--- config.mk ---
export PLATFORM = sky130hd
export DESIGN_NAME = bus_hs_ctrl
export DESIGN_NICKNAME = d
export VERILOG_FILES = /design/src/rtl/bus_hs_pkg.sv /design/src/rtl/bus_hs_sync.sv /design/src/rtl/bus_hs_seq.sv /design/src/rtl/bus_hs_err.sv /design/src/rtl/bus_hs_ctrl.sv
export SDC_FILE = /design/constraint.sdc
export NUM_CORES = 1
export LEC_CHECK = 0
export ABC_AREA = 1
export CAP_MARGIN = 40
export CORE_MARGIN = 2
export CORE_UTILIZATION = 50
export DETAILED_ROUTE_END_ITERATION = 12
export PLACE_DENSITY = 0.73
export SLEW_MARGIN = 25
export SYNTH_ARGS = -nofsm -noshare
export SYNTH_HDL_FRONTEND = slang
export SYNTH_SLANG_ARGS = --single-unit
--- constraint.sdc ---
create_clock -name clk -period 1.55 [get_ports clk]
set_input_delay 0.31 -clock clk [delete_from_list [all_inputs] [get_ports clk]]
set_output_delay 0.31 -clock clk [all_outputs]
set_load 0.02 [all_outputs]
--- src/rtl/bus_hs_pkg.sv ---
package bus_hs_pkg;

  // Sequencer states; the read path carries the phase bit, the write path does not.
  typedef enum logic [3:0] {
    HS_IDLE      = 4'd0,
    HS_RD_ARM    = 4'd1,
    HS_RD_STB    = 4'd2,
    HS_RD_XCV    = 4'd3,
    HS_RD_ACK    = 4'd4,
    HS_RD_XOFF   = 4'd5,
    HS_RD_DISARM = 4'd6,
    HS_WR_XCV    = 4'd7,
    HS_WR_STB    = 4'd8,
    HS_WR_XOFF   = 4'd9,
    HS_WR_ACK    = 4'd10,
    HS_RELEASE   = 4'd11
  } hs_state_e;

  // Registered output bundle of the sequencer.
  typedef struct packed {
    logic stb;    // device strobe
    logic xcv;    // transceiver enable
    logic back;   // bus acknowledge
    logic phase;  // read phase bit, resolves coding conflict
  } hs_out_t;

  localparam int unsigned HS_NUM_IN = 3;
  localparam int unsigned HS_IDX_RD = 0;
  localparam int unsigned HS_IDX_WR = 1;
  localparam int unsigned HS_IDX_DA = 2;

  // A strobe may rise only while no transfer is using the outputs.
  function automatic logic hs_strobe_rise_ok(hs_state_e st);
    return (st == HS_IDLE) || (st == HS_RELEASE);
  endfunction

endpackage

--- src/rtl/bus_hs_sync.sv ---
module bus_hs_sync #(
  parameter int unsigned WIDTH  = 3,
  parameter int unsigned STAGES = 2
) (
  input  logic             clk,
  input  logic             rst,
  input  logic [WIDTH-1:0] async_i,
  output logic [WIDTH-1:0] sync_o
);

  localparam int unsigned DEPTH = (STAGES < 1) ? 1 : STAGES;

  generate
    if (DEPTH == 1) begin : g_single
      logic [WIDTH-1:0] flop_q;
      always_ff @(posedge clk) begin
        if (rst) flop_q <= '0;
        else     flop_q <= async_i;
      end
      assign sync_o = flop_q;
    end else begin : g_chain
      for (genvar b = 0; b < WIDTH; b++) begin : g_bit
        logic [DEPTH-1:0] chain_q;
        always_ff @(posedge clk) begin
          if (rst) chain_q <= '0;
          else     chain_q <= {chain_q[DEPTH-2:0], async_i[b]};
        end
        assign sync_o[b] = chain_q[DEPTH-1];
      end
    end
  endgenerate

endmodule

--- src/rtl/bus_hs_seq.sv ---
module bus_hs_seq
  import bus_hs_pkg::*;
(
  input  logic      clk,
  input  logic      rst,
  input  logic      rd_i,
  input  logic      wr_i,
  input  logic      ack_i,
  output hs_state_e state_o,
  output hs_out_t   out_o
);

  hs_state_e st_q, st_d;
  hs_out_t   o_q, o_d;

  always_comb begin
    st_d = st_q;
    o_d  = o_q;
    unique case (st_q)
      HS_IDLE: begin
        if (rd_i && !wr_i) begin
          st_d    = HS_RD_ARM;
          o_d.phase = 1'b1;
        end else if (wr_i && !rd_i) begin
          st_d    = HS_WR_XCV;
          o_d.xcv = 1'b1;
        end
      end
      HS_RD_ARM: begin
        st_d    = HS_RD_STB;
        o_d.stb = 1'b1;
      end
      HS_RD_STB: begin
        if (ack_i) begin
          st_d    = HS_RD_XCV;
          o_d.xcv = 1'b1;
        end
      end
      HS_RD_XCV: begin
        st_d     = HS_RD_ACK;
        o_d.back = 1'b1;
      end
      HS_RD_ACK: begin
        if (!rd_i) begin
          st_d    = HS_RD_XOFF;
          o_d.xcv = 1'b0;
        end
      end
      HS_RD_XOFF: begin
        st_d      = HS_RD_DISARM;
        o_d.phase = 1'b0;
      end
      HS_RD_DISARM: begin
        st_d     = HS_RELEASE;
        o_d.back = 1'b0;
        o_d.stb  = 1'b0;
      end
      HS_WR_XCV: begin
        st_d    = HS_WR_STB;
        o_d.stb = 1'b1;
      end
      HS_WR_STB: begin
        if (ack_i) begin
          st_d    = HS_WR_XOFF;
          o_d.xcv = 1'b0;
        end
      end
      HS_WR_XOFF: begin
        st_d     = HS_WR_ACK;
        o_d.back = 1'b1;
      end
      HS_WR_ACK: begin
        if (!wr_i) begin
          st_d     = HS_RELEASE;
          o_d.back = 1'b0;
          o_d.stb  = 1'b0;
        end
      end
      HS_RELEASE: begin
        if (!ack_i) st_d = HS_IDLE;
      end
      default: begin
        st_d = HS_IDLE;
        o_d  = '0;
      end
    endcase
  end

  always_ff @(posedge clk) begin
    if (rst) begin
      st_q <= HS_IDLE;
      o_q  <= '0;
    end else begin
      st_q <= st_d;
      o_q  <= o_d;
    end
  end

  assign state_o = st_q;
  assign out_o   = o_q;

endmodule

--- src/rtl/bus_hs_err.sv ---
module bus_hs_err
  import bus_hs_pkg::*;
(
  input  logic      clk,
  input  logic      rst,
  input  logic      rd_i,
  input  logic      wr_i,
  input  logic      ack_i,
  input  hs_state_e state_i,
  input  logic      stb_i,
  output logic      err_o
);

  logic rd_prev_q, wr_prev_q, ack_prev_q, err_q;
  logic rd_up, rd_dn, wr_up, wr_dn, ack_up, ack_dn;
  logic collide, bad_ack, bad_rd, bad_wr;

  assign rd_up  = rd_i  & ~rd_prev_q;
  assign rd_dn  = ~rd_i & rd_prev_q;
  assign wr_up  = wr_i  & ~wr_prev_q;
  assign wr_dn  = ~wr_i & wr_prev_q;
  assign ack_up = ack_i & ~ack_prev_q;
  assign ack_dn = ~ack_i & ack_prev_q;

  assign collide = rd_i & wr_i;
  assign bad_ack = (ack_up & ~stb_i) | (ack_dn & stb_i);
  assign bad_rd  = (rd_up & ~hs_strobe_rise_ok(state_i)) |
                   (rd_dn & (state_i != HS_RD_ACK));
  assign bad_wr  = (wr_up & ~hs_strobe_rise_ok(state_i)) |
                   (wr_dn & (state_i != HS_WR_ACK));

  always_ff @(posedge clk) begin
    if (rst) begin
      rd_prev_q  <= 1'b0;
      wr_prev_q  <= 1'b0;
      ack_prev_q <= 1'b0;
      err_q      <= 1'b0;
    end else begin
      rd_prev_q  <= rd_i;
      wr_prev_q  <= wr_i;
      ack_prev_q <= ack_i;
      if (collide || bad_ack || bad_rd || bad_wr) err_q <= 1'b1;
    end
  end

  assign err_o = err_q;

endmodule

--- src/rtl/bus_hs_ctrl.sv ---
module bus_hs_ctrl
  import bus_hs_pkg::*;
#(
  parameter int unsigned SYNC_STAGES = 2
) (
  input  logic clk,
  input  logic rst,
  input  logic rd_req_i,
  input  logic wr_req_i,
  input  logic dev_ack_i,
  output logic dev_stb_o,
  output logic xcvr_en_o,
  output logic bus_ack_o,
  output logic proto_err_o
);

  logic [HS_NUM_IN-1:0] raw_in, syn_in;
  logic      rd_s, wr_s, ack_s;
  hs_state_e state;
  hs_out_t   outs;
  logic      phase_w;

  assign raw_in[HS_IDX_RD] = rd_req_i;
  assign raw_in[HS_IDX_WR] = wr_req_i;
  assign raw_in[HS_IDX_DA] = dev_ack_i;

  bus_hs_sync #(.WIDTH(HS_NUM_IN), .STAGES(SYNC_STAGES)) u_sync (
    .clk     (clk),
    .rst     (rst),
    .async_i (raw_in),
    .sync_o  (syn_in)
  );

  assign rd_s  = syn_in[HS_IDX_RD];
  assign wr_s  = syn_in[HS_IDX_WR];
  assign ack_s = syn_in[HS_IDX_DA];

  bus_hs_seq u_seq (
    .clk     (clk),
    .rst     (rst),
    .rd_i    (rd_s),
    .wr_i    (wr_s),
    .ack_i   (ack_s),
    .state_o (state),
    .out_o   (outs)
  );

  bus_hs_err u_err (
    .clk     (clk),
    .rst     (rst),
    .rd_i    (rd_s),
    .wr_i    (wr_s),
    .ack_i   (ack_s),
    .state_i (state),
    .stb_i   (outs.stb),
    .err_o   (proto_err_o)
  );

  assign phase_w   = outs.phase;
  assign dev_stb_o = outs.stb;
  assign xcvr_en_o = outs.xcv;
  assign bus_ack_o = outs.back;

endmodule

# Word-level counts from Yosys, hierarchy flattened
# Cells that the tools add are included.
[word_totals] inputBits=5 regBits=17 word_cells=94 out_inout_bits=4
[classes] n_eq_ne=21 bitwise_logic=27 n_reduce_logical=18 muxes=17
[ops] operator="one-hot mux 4 bit (12 select lines)" n=1
[ops] operator="2-to-1 mux 4 bit" n=7
[ops] operator="OR reduction 8 bit" n=3
[ops] operator="equality test 4 x 3 -> 1 bit, second input constant" n=4
[ops] operator="equality test 4 bit, second input constant" n=4
[ops] operator="inequality test 2 bit, second input constant" n=7
[ops] operator="AND 1 bit" n=13
[ops] operator="AND reduction 6 bit" n=2
[ops] operator="inverter 1 bit" n=11
[ops] operator="equality test 4 x 2 -> 1 bit, second input constant" n=2
[ops] operator="2-to-1 mux 1 bit" n=6
[ops] operator="one-hot mux 1 bit (3 select lines)" n=2
[ops] operator="one-hot mux 1 bit (5 select lines)" n=1
[ops] operator="equality test 4 x 1 -> 1 bit, second input constant" n=1
[ops] operator="zero test 4 bit" n=1
[ops] operator="logical OR 1 bit" n=4
[ops] operator="inequality test 4 x 3 -> 1 bit, second input constant" n=1
[ops] operator="inequality test 4 bit, second input constant" n=1
[ops] operator="AND reduction 2 bit" n=2
[ops] operator="OR reduction 2 bit" n=2
[ops] operator="inequality test 3 bit, second input constant" n=1
[ops] operator="bitwise OR 1 bit" n=3
[ops] operator="logical AND 1 bit" n=2
[ops] operator="zero test 1 bit" n=2

# Logic depth before layout (Yosys ltp)
[logic_depth] depth_word=7 ltp_mapped=11 depth_no_buf=11

# By module
# From an unflattened synthesis, not the netlist that was laid out.
[hier_totals] hier_cells=159 area_unflattened_um2=1083.5
[modules_own_cells] mod="bus_hs_seq" instances=1 area_per_inst_um2=661.9 seq_area_each_um2=160.2 cells_each=100
[modules_own_cells] mod="bus_hs_err" instances=1 area_per_inst_um2=234.0 seq_area_each_um2=80.1 cells_each=38
[modules_own_cells] mod="bus_hs_sync" instances=1 area_per_inst_um2=187.7 seq_area_each_um2=120.1 cells_each=21

# Worst setup path after synthesis
# OpenSTA, ideal clock, no wires.
[synth_timing] kind="reg2reg" start="reg u_sync.g_chain.g_bit[1].chain_q[1]" end="reg u_seq.st_q[3] (netlist: u_seq.state_o[3])" t_required_ps=1434 arrival_time_ps=1189 path_stages_with_launch=9 n_path_buf=0 slack_ps=245 synth_period_minus_slack_ps=1305 setup_time_ps=116 path_cell_list="dfxtp_1 inv_1 ha_1 nand3_1 nand2_1 nor2_4 nand2_2 nand2_1 a21oi_1"
[synth_via] elab_chain_cells=4 word_cells_on_any_way=8 classes_between="eq/ne: 2; mux: 2; reduce/logical: 4"
[synth_lines] item="from (decl)" line_no="bus_hs_sync.sv:23" source="logic [DEPTH-1:0] chain_q;"
[synth_lines] item="from (signal assigned)" line_no="bus_hs_sync.sv:26" source="else chain_q <= {chain_q[DEPTH-2:0], async_i[b]};"
[synth_lines] item="zero test 1 bit"
[synth_lines] item="logical AND 1 bit" line_no="bus_hs_seq.sv:21" source="if (rd_i && !wr_i) begin"
[synth_lines] item="2-to-1 mux 4 bit or inequality test 3 bit (tied branches)"
[synth_lines] item="one-hot mux 4 bit (12 select lines) or AND reduction 6 bit (tied branches)"
[synth_lines] item="to (signal assigned)" line_no="bus_hs_seq.sv:94" source="st_q <= st_d;"
[synth_lines] item="to (decl)" line_no="bus_hs_seq.sv:13" source="hs_state_e st_q, st_d;"
# Several ways; a longest one is shown, not always the timed one.
# A chain may end at the register's enable or synchronous reset.

# Worst setup path in the final report
[layout_timing] start="reg u_sync.g_chain.g_bit[1].chain_q[1]" end="reg u_seq.st_q[1] (netlist: u_seq.state_o[1])"
# The elaborated chain is that of the path after synthesis.

==> flow_summary_export.csv <==
group,metric,value,unit
floorplanning,dieArea,2180,um2
floorplanning,start_util,0.528,
route,antenna_left,0,
worst_setup_path,r2r_slack,170,ps
finish,diodes,0,
worst_setup_path,endpoint_kind,"flip-flop",
logic_synthesis,yosys_warnings,0,
global_routing,grt_max_degree,10,
sta,setup_viol,0,
sta,finalCritPeriodShare,0.890,
sta,rsz0062_at_grt,"no",
floorplanning,core,1730,um2
route,wl,1.84,mm
clock_tree,max-clock-path-buffers,2,
route,routedWlPerCell,10.6,um
finish,fin_nets,158,
worst_setup_path,timing.rr.end,"u_seq.state_o[1]",
clock_tree,cts.sink_count,17,
worst_setup_path,path_max_fanout,5,
finish,area_growth_syn_to_layout,16.8,%
floorplanning,ios,9,
job,max-cap-violations,0,
clock_tree,clk_pin_slew,90,ps
hold_path,holdPathStages,2,
sta,slew_headroom,0.781,
placed_design,finalWeightedCongestion,0.923,
logic_synthesis,synth_top_cell_by_area,"dfxtp_1",
logic_synthesis,synth_top_area_share,0.374,
power_and_ir_drop,finalPower,1680,uW
floorplanning,fp-row-count,15,
logic_synthesis,avgSynthCellArea,6.70,um2
placed_design,place_hpwl,1.45,mm
route,dr.pass1.iters,4,
sta,timing.fmax,0.725,GHz
route,drc,0,
sta,min_period,1380,ps
worst_setup_path,worstPathArrival,1610,ps
finish,layout_commonest_cell,"nand2_1",
clock_tree,cts_root_buffer,"clkbuf_4",
hold_path,hold_end,"u_sync.g_chain.g_bit[1].chain_q[1]",
logic_synthesis,synth.net_count,144,
global_routing,overflow,0,
sta,final_max_slew_viol_count,0,
logic_synthesis,synth_area_leaders,"dfxtp_1 (37%), nand3_1 (12%), nand2_1 (11%), nor2_1 (8.7%), inv_1 (7.8%)",
worst_setup_path,crit_type,"reg2reg",
global_routing,antenna_found_initial,0,
sta,tightest_slew,329,ps
route,drt-initial-drc-count,23,
clock_tree,cts_tree,"built",
placed_design,placed_cells,170,
sta,fin_skew,2.84,ps
worst_setup_path,reg2reg_from,"u_sync.g_chain.g_bit[1].chain_q[1]",
logic_synthesis,netlist_area,911,um2
logic_synthesis,ys_seq_area_frac,0.374,
logic_synthesis,syn-instance-count,136,
route,vias,874,
power_and_ir_drop,irDropWorstVdd,754,uV
floorplanning,die_h,46.7,um
clock_tree,clock_latency,290,ps
placed_design,portBuffers,8,
global_routing,grt_pass1_wl,3.11,mm
hold_path,hp-class,"reg2reg",
sta,tns,0,ps
clock_tree,ctsHtreeMaxLevel,1,
global_routing,grt_pass1_vias,786,
floorplanning,die_x,46.7,um
route,via_per_inst,5.02,
hold_path,hold_start,"u_sync.g_chain.g_bit[1].chain_q[0]",
logic_synthesis,yosysUniqueCellTypes,17,
worst_setup_path,start_kind,"flip-flop",
clock_tree,ctsHoldBuffers,0,
finish,layout_common_cells,"nand2_1 (27), nor2_1 (21), nand3_1 (21)",
clock_tree,numCtsBuffers,3,
worst_setup_path,critPathRequiredTime,1780,ps
logic_synthesis,ys_ff_latch,17,
global_routing,grt_use_total,0.202,
power_and_ir_drop,leakagePower,0.000531,uW
worst_setup_path,r2r.worst_path.cells,7,
finish,fillers,181,
finish,layout-drive-gt1-share,0.128,
power_and_ir_drop,power_density,1570,nW/um2
sta,finalHoldViolations,0,
status,status,"completed",
finish,fin_cells,174,
timing repair:
item,in CTS,in global routing
resized for setup,2,3
pin swaps,0,0
endpoints found under the setup margin,2,6
endpoints found under the hold margin,0,0
buffers inserted,0,0
routing by layer:
metal | global-route usage | routed length (um) | vias up | share of wire
li1 | - | - | 458 | -
met1 | 0.255 | 827 | 387 | 0.45
met2 | 0.339 | 899 | 24 | 0.49
met3 | 0.0235 | 74 | 5 | 0.040
met4 | 0.100 | 36 | 0 | 0.020
met5 | 0 | 0 | - | 0
kinds of logic (layout without fill, tap and decap cells):
kind of cell,Yosys count,after routing,synth area share
buffers and inverters,23,36,0.0948
adder cells (fa/ha/maj),3,3,0.0412
AND/OR/NAND/NOR,81,81,0.419
AO/OA/AOI/OAI,12,12,0.0714
flip-flops,17,17,0.374
cell type report:
class,count,area (um2),share of cell area
Clock buffer,4,26.3,0.0247
Inverter,22,82.6,0.0776
Multi-Input combinational cell,96,484,0.455
Sequential cell,17,342,0.321
Tap cell,25,31.3,0.0294
Timing Repair Buffer,10,97.6,0.0918
where the power goes:
group          total, uW  leakage [uW]  switching (uW)  internal (uW)
Sequential           602      0.000140            89.7            512
Clock                231     0.0000150             131            100
Combinational        842      0.000376             518            323
Total               1670      0.000531             739            936
worst max-delay path, cell delays in order (launching register included):
cell	delay, ps
dfxtp_2	370
inv_1	90
ha_1	290
nand3_1	80
nand2_1	80
nor2_4	160
nand3_1	80
a21oi_1	150
flip-flops by register name, indices dropped and copies added (netlist names):
name and cells:
u_err.err_o 1, u_seq.out_o 3, u_err.ack_prev_q 1, u_seq.state_o 4, u_err.wr_prev_q 1, u_err.rd_prev_q 1, u_sync.g_chain.g_bit.chain_q 6
synth_stat cells (all sizes together):
cell type,count
a21oi,9
inv,22
ha,3
dfxtp,17
o22ai,2
nor3,1
nor2,27
nand3,23
nand4,1
clkbuf,1
nand2,29
o211ai,1
how the worst max path moves through the flow:
stage                     cells past startpoint                                from          endpoint  slack (ps)
after floorplan                               8  u_sync.g_chain.g_bit[1].chain_q[1]  u_seq.state_o[3]         240
after global placement                        8  u_sync.g_chain.g_bit[1].chain_q[1]  u_seq.state_o[3]         200
after detailed placement                      7  u_sync.g_chain.g_bit[1].chain_q[1]  u_seq.state_o[1]         140
after CTS                                     1                         u_err.err_o       proto_err_o           1
after global routing                          7                    u_seq.state_o[3]  u_seq.state_o[1]           7
final                                         7  u_sync.g_chain.g_bit[1].chain_q[1]  u_seq.state_o[1]         170
through the flow:
| stage | setup slack, ps | utilization | cell area (um2) | hold WS, ps |
|---|---|---|---|---|
| finish | 171 | 0.616 | 1060 | 404 |
| detailed placement | 136 | 0.599 | 1030 | 398 |
| global placement | 198 | 0.599 | 1030 | 393 |
| CTS | 1.45 | 0.612 | 1060 | 412 |
| global route | 6.65 | 0.616 | 1060 | 431 |
| floorplan | 245 | - | 911 | 379 |
(Power assumes the default switching activity.)
